`config.mk`:
```
export PLATFORM = sky130hd
export DESIGN_NAME = pcount4
export DESIGN_NICKNAME = d
export VERILOG_FILES = /design/src/rtl/pcount4.sv
export SDC_FILE = /design/constraint.sdc
export NUM_CORES = 1
export LEC_CHECK = 0
export ABC_AREA = 1
export BUFFER_PORTS_ARGS = -buffer_cell sky130_fd_sc_hd__buf_2
export CAP_MARGIN = 20
export CORE_AREA = 2 2 39 41
export DETAILED_ROUTE_END_ITERATION = 8
export DIE_AREA = 0 0 41 43
export GPL_ROUTABILITY_DRIVEN = 0
export PLACE_DENSITY = 0.42
export SYNTH_ARGS = -nofsm -noshare
export SYNTH_HDL_FRONTEND = slang
export SYNTH_SLANG_ARGS = --single-unit
```
`constraint.sdc`:
```
create_clock -name clk -period 1.3 [get_ports clk]
set_clock_uncertainty 0.1 [all_clocks]
set_input_delay 0.13 -clock clk [delete_from_list [all_inputs] [get_ports clk]]
set_output_delay 0.13 -clock clk [all_outputs]
set_load 0.1 [all_outputs]
```
`src/rtl/pcount4.sv`:
```
module pcount4 #(
  parameter int WIDTH     = 4,
  parameter bit DECADE    = 1'b1,
  parameter bit ASYNC_CLR = 1'b0
) (
  input  logic             clk,
  input  logic             clr_n,
  input  logic             load_n,
  input  logic [WIDTH-1:0] preset,
  input  logic             en_p,
  input  logic             en_t,
  output logic [WIDTH-1:0] count,
  output logic             carry
);
  localparam logic [WIDTH-1:0] TERM = DECADE ? WIDTH'(9) : '1;

  logic             adv;
  logic             at_term;
  logic [WIDTH-1:0] nxt;

  assign at_term = (count == TERM);
  assign adv     = en_p & en_t;
  assign nxt     = !load_n ? preset
                 : adv ? ((DECADE && at_term) ? '0 : count + 1'b1)
                 : count;
  assign carry   = en_t & at_term;

  generate
    if (ASYNC_CLR) begin : g_async
      always_ff @(posedge clk or negedge clr_n)
        if (!clr_n) count <= '0;
        else        count <= nxt;

      a_r2_async_zero: assert property (@(posedge clk) !clr_n |-> count == '0);
    end else begin : g_sync
      always_ff @(posedge clk)
        count <= !clr_n ? '0 : nxt;

      a_r1_sync_zero: assert property (@(posedge clk) !clr_n |=> count == '0);
    end
  endgenerate

  a_r3_load: assert property (@(posedge clk) disable iff (!clr_n)
    !load_n |=> count == $past(preset));

  a_r5_hold: assert property (@(posedge clk) disable iff (!clr_n)
    (load_n && !(en_p && en_t)) |=> $stable(count));

  a_r6_wrap: assert property (@(posedge clk) disable iff (!clr_n)
    (load_n && en_p && en_t && count == TERM) |=> count == '0);

  a_r7_carry_gate: assert property (@(posedge clk) disable iff (!clr_n)
    carry |-> (en_t && count == TERM));
endmodule

```
=== After elaboration in Yosys (flattened, before gate mapping) ===
Cells that the tools add are included.

* Register bits after elaboration: 4
* Bits in latches: 0
* Memory bits (writable): 0
* Bits in read-only memories: 0
* Input bits: 9
* Memories: 0

* Add/sub/neg operators: 1
* $mul: 0
* Div/mod/pow operators: 0
* Magnitude comparators: 0
* Equality and inequality tests: 2
* Shifts and indexed selects: 0
* Multiplexer cells: 3
* Bitwise gates (word level): 2
* Reductions and logical operators: 0

{| class="wikitable"
|+ Operators with widths
! cell !! number
|-
| 4-bit 2-to-1 mux || 3
|-
| 4-bit by 1-bit adder with 4-bit output, second input constant || 1
|-
| 4-bit == test, second input constant || 1
|-
| 1-bit bitwise AND || 2
|-
| 2-bit by 1-bit != test with 1-bit output, second input constant || 1
|}

=== Longest topological paths before layout ===
Gate-level depths: netlist of run 1.

* Depth in word-level cells: 4
* Gate-level depth with buffers: 8
* Gate-level depth less buffers: 8

=== Least setup slack after synthesis of run 1 ===
Ideal clock, no wire load.

* Path kind: register to output
* Start: register count[0]
* End: output carry
* Arrival: 2,571 ps
* Setup slack: -1,501 ps
* Cell stages (with the launch flop): 5
* Buffers on the path: 0
* Cells stage by stage: dfxtp_1 > inv_1 > nor2_1 > nand2_1 > nor2_1

* Cells in the longest elaborated chain, start to end: 2

{| class="wikitable"
|+ RTL lines
! what !! RTL line !! text
|-
| start, declared || 12 || <nowiki>output logic [WIDTH-1:0] count,</nowiki>
|-
| start signal, assigned || 37 || <nowiki>count <= !clr_n ? '0 : nxt;</nowiki>
|-
| 4-bit == test || 21 || <nowiki>assign at_term = (count == TERM);</nowiki>
|-
| 1-bit bitwise AND || 26 || <nowiki>assign carry = en_t & at_term;</nowiki>
|-
| end, declared || 13 || <nowiki>output logic carry</nowiki>
|}

Every way passes these cells.

=== Worst setup path in the final report of run 1 ===
* Start: register count[2]
* End: output carry

The elaborated chain is that of the path after synthesis.

==> results list, run 1 <==
- Register cell area after layout: 95.09 sq um
- Pin count of the biggest net entering global routing: 8
- The path class of the tightest hold or removal check is input port to flip-flop.
* Total power: 0.4969 mW
- Dividing total power by cell area gives a power density of ~1000 nW/um^2.
* CTS tree: done
* Setup tns final: 0 ns
* Transition at the pin with the smallest max-transition slack: 0.1824 ns
- STA classifies the critical path endpoint as a primary output.
- Clock tree synthesis selected as its root buffer the cell clkbuf_4.
- In the routed design, unresolved DRC markers number 0.
* Share of the synthesized area in the top cell type: 31.84%
- Share of power burned in combinational logic: 40.2%
- Area of the placeable core: approximately 1400 sq um
- The clock network accounts for a little under a third of the total power.
- Placed Instances: 72
* Die area: 1763 sq um
- The number of antenna violations at the first check in global routing is 0.
* Unique cell type count in the Yosys netlist: 12
- Max_cap viols: 0
- In this run the vertical extent of the chip is 43 microns.
- Synth Net Count: 52
* I/O pin cnt: 14
* Global-route wire length before repair: 1007 microns
* Cell area after placement: 439.2 sq um
- Signal arrival time at the worst endpoint: 1.05 ns
- Clock-pin transition on the worst setup and hold timing paths: roughly 0.040 ns
- Post-layout minimum cycle time: 1.282 ns
- Site row count: 14
- The final critical path takes up 98.59% of the cycle.
* Longest individual stage delay on the worst path: 0.34 ns
* Via-per-instance ratio: 4.167
- Final Instance Area: 494.2 sq um
- Input and output buffers added on the ports amount to 13.
* Switching part of the total: between 30 and 40%
- The mapped netlist covers 251.5 sq um.
- Max Freq: 780.2 MHz
- Sequential share of the synthesized area: 31.84%
- For this design the total switching power over the nets is 0.1871 mW.
* Worst Setup Path Type: flip-flop to primary output
- DRC marker count from the first detailed-route iteration: 1
- Number of register bits inferred by synthesis: 4
- The initial utilization of the core area, before any placement, comes to 18.17%.
- Outcome: complete, no violations
- After technology mapping, the gate count stands at 43.
- The clock passes through at most 2 buffers.
- Top cells by area in the synthesized netlist: dfxtp_1 (32%), nand2_1 (24%), inv_1 (10%)
- Number of vias in the routed layout: between 300 and 400
* Non-filler cells, final: 78
* Min Hold Slack: 0.02987 ns
- Cell type with the highest occurrence count on the critical path: nand2_2
- The clock reaches the later pin of the worst-skew pair after 0.24 ns.
- Compared with the post-synthesis result, the final layout area differs by 96.52%.
* Final setup violation count: 0
* Part of the power in registers: approximately 29%
- In this run the worst path has a maximum fanout of 3.
- Registers with the highest flip-flop counts: count: 4 flops
- Area occupied by multi-input gates: about 170 sq um
- The HPWL after detailed placement is about 520 microns.
- X dimension of the die: ~41 microns
- In this run the static leakage power is ~0.23 nW.
- The final number of hold-violating endpoints was 0.
* Total buffers and inverters traversed by the critical path: 3
- Flip-flop count of the largest register, all copies and words added: 4
- Number of buffers added by the clock tree synthesis step: 3
* Final ANT Viol Nets: 0
- Internal power comes to 0.3099 mW.
- Routed wirelength normalized by instance count: 8.551 microns
- Warnings from Yosys: 0
- Worst vdd ir: ~0.38 mV
* Crit path launch type: flip-flop
* Final wirelength: 667 microns
- Slew Limit Fails: 0
* Final layout net count: 73
- Fraction of the core area covered by cells at the end of the flow: 35.71%
* Post-Place Setup Slack: ~0.15 ns
- Total clock sinks: 4
- CTS built an H-tree with a depth of 1.
- Fill cells: between 150 and 200
* Setup WS post-layout: 0.01834 ns
- Via count of the first global-routing pass: between 200 and 300
* Unrepaired setup endpoints after global routing: yes
- The largest individual stage delay along the critical path comes from the cell dfxtp_4.
* Fraction of layout instances using a drive strength above 1: 51.61%
- Traced cell by cell, the critical path runs through inv_4 > nand2_2 > inv_2 > nand2_2 > nor2_4 > buf_12.
- After global routing the overflow that remains totals 0.
* Most area-hungry cell type in the Yosys netlist: dfxtp_1
- CP required: 1.07 ns
- GRT Total Usage: 8.526%
* Post-Synthesis Mean Instance Area: 5.849 sq um
* Category of cells accounting for the largest share of critical-path delay: flip-flops
- Antenna diode instance count: 0
- In this run the tightest slew margin relative to its limit is 87.79%.
- Most flop-heavy register: count
- DRT Pass-1 Iters: 2
[timing repair]
item	in CTS	in global routing
setup endpoints to repair	1	1
buffers inserted	3	0
pin swaps	2	0
gates resized for setup	4	1
hold buffers	0	0
cloned	0	0
[worst reg2reg max path, cell delays in order (launching register included)]
cell     delay [ns]
dfxtp_4        0.34
buf_4          0.14
nand2_1        0.07
nor2_1         0.13
nand2_1        0.06
nand2_1        0.06
nand2_1        0.04
nand2_1        0.06
a21oi_1        0.05
[power by group through the flow]
stage | sequential (mW) | combinational [mW] | clock [mW]
floorplan | 0.214 | 0.0446 | 0
global placement | 0.152 | 0.177 | 0
detailed placement | 0.152 | 0.176 | 0
CTS | 0.141 | 0.201 | 0.163
global route | 0.143 | 0.210 | 0.169
finish | 0.142 | 0.200 | 0.155
[layout by cell type (no fill, tap or decap), drive strengths merged, types with 2 or more instances in the layout]
master  synthesis  final
inv             7      7
clkbuf          0      3
nand3           3      3
o21ai           2      2
dfxtp           4      4
buf             0     16
nand2          17     17
nor2            4      4
a21oi           3      3
[area by class of cell]
cell class	instances	share of cell area [%]
multi-input combinational	32	33.42
sequential	4	19.24
inverter	7	5.823
tap	16	4.051
clock buffer	3	4.557
timing repair buffer	16	32.91
[path summary, 6_finish.rpt]
path / start / endpoint / slack, ns / cells after the start
worst max-delay path: count[2] / carry / 0.02 / 6
worst min-delay path: preset[0] / count[0] / 0.03 / 3
worst max register to register: count[0] / count[3] / 0.13 / 8
worst min register to register: count[3] / count[3] / 0.52 / 4
[cells in the mapped netlist]
library cell	n
a21oi_1	3
a31oi_1	1
dfxtp_1	4
inv_1	7
nand2_1	16
nand2_2	1
nand3_1	3
nand4_1	1
nor2_1	4
o211ai_1	1
o21ai_0	1
o21ai_2	1
[kinds of logic after synthesis]
kind of cell,share of synthesized area (%)
buf+inv,10.45
compound gates,16.92
flops,31.84
simple gates,40.80
[layer usage]
layer,GRT usage (%),wire length (microns),vias up
li1,-,-,178
met1,10.90,308,134
met2,10.94,295,11
met3,2.094,51,2
met4,8.000,11,0
met5,0,0,-
No activity file was read; power rests on OpenSTA's default activity.
==> inputs of run 2 (changes only) <==
--- a/config.mk
+++ b/config.mk
@@ -5,14 +5,14 @@
 export SDC_FILE = /design/constraint.sdc
 export NUM_CORES = 1
 export LEC_CHECK = 0
-export ABC_AREA = 1
+export ABC_AREA = 0
 export BUFFER_PORTS_ARGS = -buffer_cell sky130_fd_sc_hd__buf_2
 export CAP_MARGIN = 20
 export CORE_AREA = 2 2 39 41
 export DETAILED_ROUTE_END_ITERATION = 8
 export DIE_AREA = 0 0 41 43
 export GPL_ROUTABILITY_DRIVEN = 0
-export PLACE_DENSITY = 0.42
+export PLACE_DENSITY = 0.4
 export SYNTH_ARGS = -nofsm -noshare
 export SYNTH_HDL_FRONTEND = slang
 export SYNTH_SLANG_ARGS = --single-unit
==> results list, run 2 <==
- Outcome: complete, but fails checks
- The checks that failed: setup timing.
- Sequence of cells on the critical path: or2_4 > nor3_4 > buf_12
- In this run the critical register-to-register path is launched from count[1].
- Ranked by total cell area, the synthesized netlist is headed by dfxtp_1 (34%), o21ai_0 (6.4%), inv_1 (4.8%).
* Setup WS post-layout: -0.09315 ns (-0.1115 ns)
- Count of cells along the worst register-to-register path: 4 (-4)
- The number of warnings printed during yosys synthesis was 0 (unchanged).
* CTS tree: done
- Post-synthesis async set-or-reset flop share: 0% (unchanged)
- The deepest level of the CTS H-tree is 1 (unchanged).
* Antenna diode instance count: 0 (unchanged)
* Fraction of the core area covered by cells at the end of the flow: 33.45% (-2.3 points)
* Unique cell type count in the Yosys netlist: 20 (+8)
- The final number of hold-violating endpoints is 0 (unchanged).
- GRT Total Usage: 8.225% (-0.30 points)
* Max_cap viols: 0 (unchanged)
- R2R Setup Slk: 0.10 ns (-0.03 ns)
* Unrepaired setup endpoints after global routing: yes
- The worst setup slack after placement came to 0.05970 ns (-0.08872 ns).
* Most frequent cells after synthesis: dfxtp_1 (4), inv_1 (3), nand2_1 (3), o21ai_0 (3), a21oi_1 (2)
* Category of cells accounting for the largest share of critical-path delay: simple AND/OR/NAND/NOR gates
* Most common library cell in the layout ignoring fill and taps: buf_2
* Number of buffers added to fix hold violations after cts: 0 (unchanged)
- Endpoint class of the critical path: primary output
- Die area: 1763 sq um (unchanged)
* Longest individual stage delay on the worst path: 0.33 ns (about the same)
* Port bufs: 13 (unchanged)
- The maximum clock rate is 717.8 MHz (-8.0%).
* Crit path launch type: flip-flop
* Floorplan die height: 43 microns (unchanged)
* Pin count of the biggest net entering global routing: 10 (+2)
- Final layout net count: 59 (-19%)
- The clock-pin slew on the worst setup and hold paths came to 0.04 ns (about the same).
* Worst vdd ir: 0.4569 mV (+22%)
* DRC marker count from the first detailed-route iteration: 5 (+4)
- The transition time of the tightest slew-check pin is 0.1718 ns (-0.01056 ns).
- Signed area change from the synthesized netlist to the final layout: 97.86%
* DRC violations left: 0 (unchanged)
- CTS placed an instance of clkbuf_4 at the clock tree root.
* Flip-flop count of the largest register, all copies and words added: 4 (unchanged)
- Number of buffers added by the clock tree synthesis step: 3 (unchanged)
* Fraction of layout instances using a drive strength above 1: 54.17% (+2.6 points)
- For this run, the leading register cell type out of synthesis is dfxtp_1.
- The largest registers in the layout are count: 4 flops.
* Number of register bits inferred by synthesis: 4 (unchanged)
* Power per Cell Area: 1034 nW/um^2 (+2.9%)
* Most common cell in the netlist: dfxtp_1
- The count of vias placed by the detailed router is 269 (-17%).
- Maximum fanout along the worst path: 2 (-1)
* Final setup violation count: 1 (+1)
* Critical path depth: 3 (-3)
* Sequential share of the synthesized area: 34.22% (+2.4 points)
- Slew HR: 88.42% (+0.64 points)
* Post-Synthesis Mean Instance Area: 7.799 sq um (+33%)
- The later-pin clock latency in the skew report was 0.23 ns (about the same).
- The post-cts gate resize count is 0 (-4).
- The post-layout minimum cycle time came to 1.393 ns (+0.1115 ns).
- The number of enable-type register cells in the synthesized netlist is 0 (unchanged).
- Fill cells: 148 (-2.0%)
- Most flop-heavy register: count
* CP required: 1.07 ns (about the same)
* Signal arrival time at the worst endpoint: 1.16 ns (+0.11 ns)
- The post-detailed-route via-to-cell ratio is 4.203 (+0.87%).
- Share of the synthesized area in the top cell type: 34.22% (+2.4 points)
* I/O pin cnt: 14 (unchanged)
- Worst Setup Path Type: flip-flop to primary output
* Site row count: 14 (unchanged)
* Setup tns final: -0.09315 ns (-0.09315 ns)
* DRT Pass-1 Iters: 2 (unchanged)
- Via count of the first global-routing pass: 246 (-13%)
- Slew Limit Fails: 0 (unchanged)
- Synth Net Count: 39 (-25%)
- Total power: 0.4788 mW (-3.6%)
- Placed Instances: 59 (-18%)
- The sum of buffers and inverters on the critical path was 1 (-2).
- Leftover overflow at the end of global routing: 0 (unchanged)
* Total clock sinks: 4 (unchanged)
* Final ANT Viol Nets: 0 (unchanged)
- Worst setup startpoint: count[1]
* Maximum number of buffers from clock root to sink: 2 (unchanged)
- Routed wirelength normalized by instance count: 8.984 microns (+5.1%)
- Leaving out fill and tap cells, the most frequent cells in the layout are buf_2 (8), buf_12 (5), dfxtp_4 (4).
- On the critical path, the stage with the largest delay is an instance of dfxtp_4.
- The synthesized design spends more area on one cell type than any other, namely dfxtp_1.
- The number of antenna violations at the first check in global routing was 0 (unchanged).
- The leakage power was 0.1932 nW (-16%).
* Post-Syn Instances: 30 (-30%)
* Area of the placeable core: 1384 sq um (unchanged)
- The number of standard cells in the final layout excluding fillers came to 64 (-18%).
- The worst register-to-register path ends at count[3].
- Initial standard-cell utilization of the core: 16.91% (-1.3 points)
- The wire length of the first global-routing pass came to 910 microns (-9.6%).
* X dimension of the die: 41 microns (unchanged)
- Final wirelength: 575 microns (-14%)
- The path class of the tightest hold or removal check is input port to flip-flop.
- The detailed-placement wirelength estimate is 485.6 microns (-6.1%).
- Endpoint of the most critical setup path: carry
- Mapped Area: 234.0 sq um (-7.0%)
- The final period utilization was 107.2% (+8.6 points).
run 2: layer usage:
layer	track usage, %	part of all wire [%]
met4	10.00	2.1
met3	3.141	10
met1	9.936	45
met5	0	0
met2	9.375	42
run 2: per-stage QoR:
stage               cell area (sq um)  hold WS (ns)
floorplan                       262.8        0.1338
global placement                425.4        0.2688
detailed placement              425.4        0.2705
CTS                             462.9       0.02346
global route                    462.9       0.03039
finish                          462.9       0.03202
run 2: how the worst min path moves through the flow:
stage                      from  endpoint  depth (start not counted)
after global routing      clr_n  count[0]                          3
after detailed placement  clr_n  count[0]                          3
after global placement    clr_n  count[0]                          3
after CTS                 clr_n  count[0]                          3
final                     clr_n  count[0]                          3
after floorplan           clr_n  count[0]                          2
run 2: layout make-up:
class                           count  area [sq um]  area share (%)
Inverter                            3         11.26           2.432
Clock buffer                        3         22.52           4.865
Tap cell                           16         20.02           4.324
Multi-Input combinational cell     22         151.4           32.70
Timing Repair Buffer               16         162.7           35.14
Sequential cell                     4         95.09           20.54
run 2: repair_timing:
action	4_1_cts	5_1_grt
setup buffers	2	0
endpoints found under the setup margin	1	1
pin swaps	2	0
run 2: report_power, final:
group	internal, mW	leakage [nW]	switching (mW)	total (mW)
clock network	0.103	0.0138	0.0482	0.151
registers	0.132	0.0357	0.0121	0.144
logic	0.0734	0.144	0.110	0.184
total	0.308	0.193	0.171	0.479
run 2: logic make-up (layout without fill, tap and decap cells):
kind of cell / after synthesis / after routing / synth area share, %
buffers and inverters: 4 / 22 / 6.949
XOR/XNOR: 2 / 2 / 7.488
AND/OR/NAND/NOR: 9 / 9 / 20.32
AO/OA/AOI/OAI: 11 / 11 / 31.02
flip-flops: 4 / 4 / 34.23
run 2: worst reg2reg max path: cells and delay by family, from the launching register on:
family          cells  cell delay, ns
buf+inv             1            0.13
flops               1            0.33
simple gates        1            0.25
compound gates      2            0.27
==> inputs of run 3 (changes only) <==
--- a/config.mk
+++ b/config.mk
@@ -12,7 +12,7 @@
 export DETAILED_ROUTE_END_ITERATION = 8
 export DIE_AREA = 0 0 41 43
 export GPL_ROUTABILITY_DRIVEN = 0
-export PLACE_DENSITY = 0.4
+export PLACE_DENSITY = 0.43
 export SYNTH_ARGS = -nofsm -noshare
 export SYNTH_HDL_FRONTEND = slang
 export SYNTH_SLANG_ARGS = --single-unit
==> results list, run 3 (synthesis gave the netlist of run 2 again) <==
- DRC violations left: 0 (unchanged)
- Post-layout minimum cycle time: 1.393 ns (-0.000007200 ns)
* Final wirelength: 619 microns (+7.7%)
- The total of buffers placed on input and output ports came to 13 (unchanged).
- The deepest level of the CTS H-tree came to 1 (unchanged).
- The post-layout instance area is 462.9 sq um (unchanged).
- The number of iterations in the first detailed-routing pass came to 4 (+2).
* Signal arrival time at the worst endpoint: 1.16 ns (about the same)
* Period utilization: 107.2% (about the same)
- The register with the most flip-flops in the final layout is count.
- STA classifies the critical path startpoint as a flip-flop.
- The buffer levels on the longest clock path was 2 (unchanged).
- Final ANT Viol Nets: 0 (unchanged)
- The largest net degree at the start of global routing was 10 (unchanged).
- The via count of the first global-routing pass was 244 (-0.81%).
- Flip-flop count of the largest register, all copies and words added: 4 (unchanged)
- The headroom to the max-slew limit was 87.93% (-0.50 points).
- Area of the placeable core: 1384 sq um (unchanged)
- Transition at the pin with the smallest max-transition slack: 0.1792 ns (+0.007352 ns)
- The total CTS buffers came to 3 (unchanged).
- The sum of overflow across all layers after global routing is 0 (unchanged).
- The synthesis-to-layout area growth was 97.86% (unchanged).
- The number of antenna violations at the first check in global routing came to 0 (unchanged).
- Setup tns final: -0.09314 ns (+0.000007200 ns)
* Antenna diode instance count: 0 (unchanged)
- Outcome: complete, but fails checks
- The die extent in x was 41 microns (unchanged).
- The leakage power is 0.1932 nW (unchanged).
* Via-per-instance ratio: 4.469 (+6.3%)
- For this design, the slowest cell found on the critical path is dfxtp_4.
- The worst setup path is captured at a primary output.
- The detailed-placement wirelength estimate came to 493.1 microns (+1.5%).
* Registers with the highest flip-flop counts: count: 4 flops
- The post-cts gate resize count is 0 (unchanged).
* Final setup violation count: 1 (unchanged)
- The proportion of layout cells with a drive suffix above 1 is 54.17% (unchanged).
* CP required: 1.07 ns (about the same)
- The count of vias placed by the detailed router was 286 (+6.3%).
- Clk Latency, worst-skew pair: 0.23 ns (about the same)
- The final worst-path setup slack came to -0.09314 ns (+0.000007200 ns).
- Die area: 1763 sq um (unchanged)
- Leaving out fill and tap cells, the most frequent cells in the layout are buf_2 (8), buf_12 (5), dfxtp_4 (4).
- The overall routing resource usage was 9.218% (+0.99 points).
- Min-delay worst type: input port to flip-flop
- Final layout net count: 59 (unchanged)
* Register cell area after layout: 95.09 sq um (unchanged)
* Cell area after placement: 425.4 sq um (unchanged)
- The power density over the cells came to 1039 nW/um^2 (+0.42%).
- The height of the die was 43 microns (unchanged).
* Cell chosen for the clock root: clkbuf_4
- Violated checks: setup timing
- Most common library cell in the layout ignoring fill and taps: buf_2
- Worst setup startpoint: count[1]
- The final number of hold-violating endpoints was 0 (unchanged).
- Site row count: 14 (unchanged)
* Fill cells: 139 (-6.1%)
- Setup repair after global routing could not meet its margin everywhere.
- The peak supply drop came to 0.4664 mV (+2.1%).
- TritonCTS built the clock tree.
- The clock-pin slew on the worst setup and hold paths came to 0.03 ns (about the same).
- The average routed wire per standard cell is 9.672 microns (+7.7%).
- The worst register-to-register path begins at count[1].
- Total clock sinks: 4 (unchanged)
- The number of max-slew violations in the final report was 0 (unchanged).
- The number of hold-repair buffers added at the cts stage is 0 (unchanged).
- Global-route wire length before repair: 1000 microns (+9.9%)
- The largest fanout on the critical path came to 2 (unchanged).
- The worst hold path begins at clr_n.
- Min Hold Slack: 0.02500 ns (-0.007018 ns)
* Max Freq: 717.8 MHz (about the same)
- The starting density of the core is 16.91% (unchanged).
- The number of design-rule violations left by the first detailed-router iteration is 9 (+4).
* Area occupied by multi-input gates: 151.4 sq um (unchanged)
- Worst Setup Path Type: flip-flop to primary output
- The largest incremental delay on the critical path was 0.33 ns (about the same).
- The I/O pin count was 14 (unchanged).
- The number of maximum-capacitance constraint violations was 0 (unchanged).
* Sequence of cells on the critical path: or2_4 > nor3_4 > buf_12
==> run 3: cell counts in the layout (fill, tap and decap cells not counted) <==
Identical to the previous run, type by type.
==> run 3: repair_timing <==
action / 4_1_cts / 5_1_grt
setup endpoints to repair: 1 / 1
buffers inserted: 2 / 0
pin swaps: 2 / 0
==> run 3: area by class of cell <==
type / count / share of cell area [%]
clock buffers: 3 / 4.865
inverters: 3 / 2.432
multi-input cells: 22 / 32.70
flip-flops and latches: 4 / 20.54
well taps: 16 / 4.324
repair buffers: 16 / 35.14
==> run 3: path summary, 6_finish.rpt <==
kind	cells after the start	slack [ns]	end
worst max-delay path	3	-0.09	carry
worst min-delay path	3	0.03	count[0]
worst max register to register	4	0.10	count[3]
worst min register to register	2	0.43	count[3]
==> run 3: metrics by stage <==
| step | power [mW] | instances | util [%] | setup WS, ns |
|---|---|---|---|---|
| finish | 0.4808 | 64 | 33.45 | -0.09314 |
| global route | 0.5073 | 64 | 33.45 | -0.1213 |
| CTS | 0.4872 | 64 | 33.45 | -0.1082 |
| detailed placement | 0.3234 | 59 | 30.74 | 0.06137 |
| global placement | 0.3242 | 59 | 30.74 | 0.08031 |
| floorplan | 0.2533 | 30 | - | -0.4507 |
==> run 3: per-layer routing <==
layer	GRT usage (%)	vias up	wire [microns]
met5	0	-	0
met3	4.712	2	63
met4	10.00	0	10
met1	11.50	121	294
li1	-	147	-
met2	10.00	16	250
==> run 3: critical path: cells and delay by family, from the launching register on <==
| kind | cells | cell delay [ns] |
|---|---|---|
| buffers and inverters | 1 | 0.20 |
| AND/OR/NAND/NOR | 2 | 0.41 |
| flip-flops | 1 | 0.33 |
==> run 3: power breakdown <==
part | switching [mW] | total, mW | internal, mW
clock | 0.0482 | 0.151 | 0.103
combinational | 0.112 | 0.185 | 0.0734
sequential | 0.0123 | 0.144 | 0.132
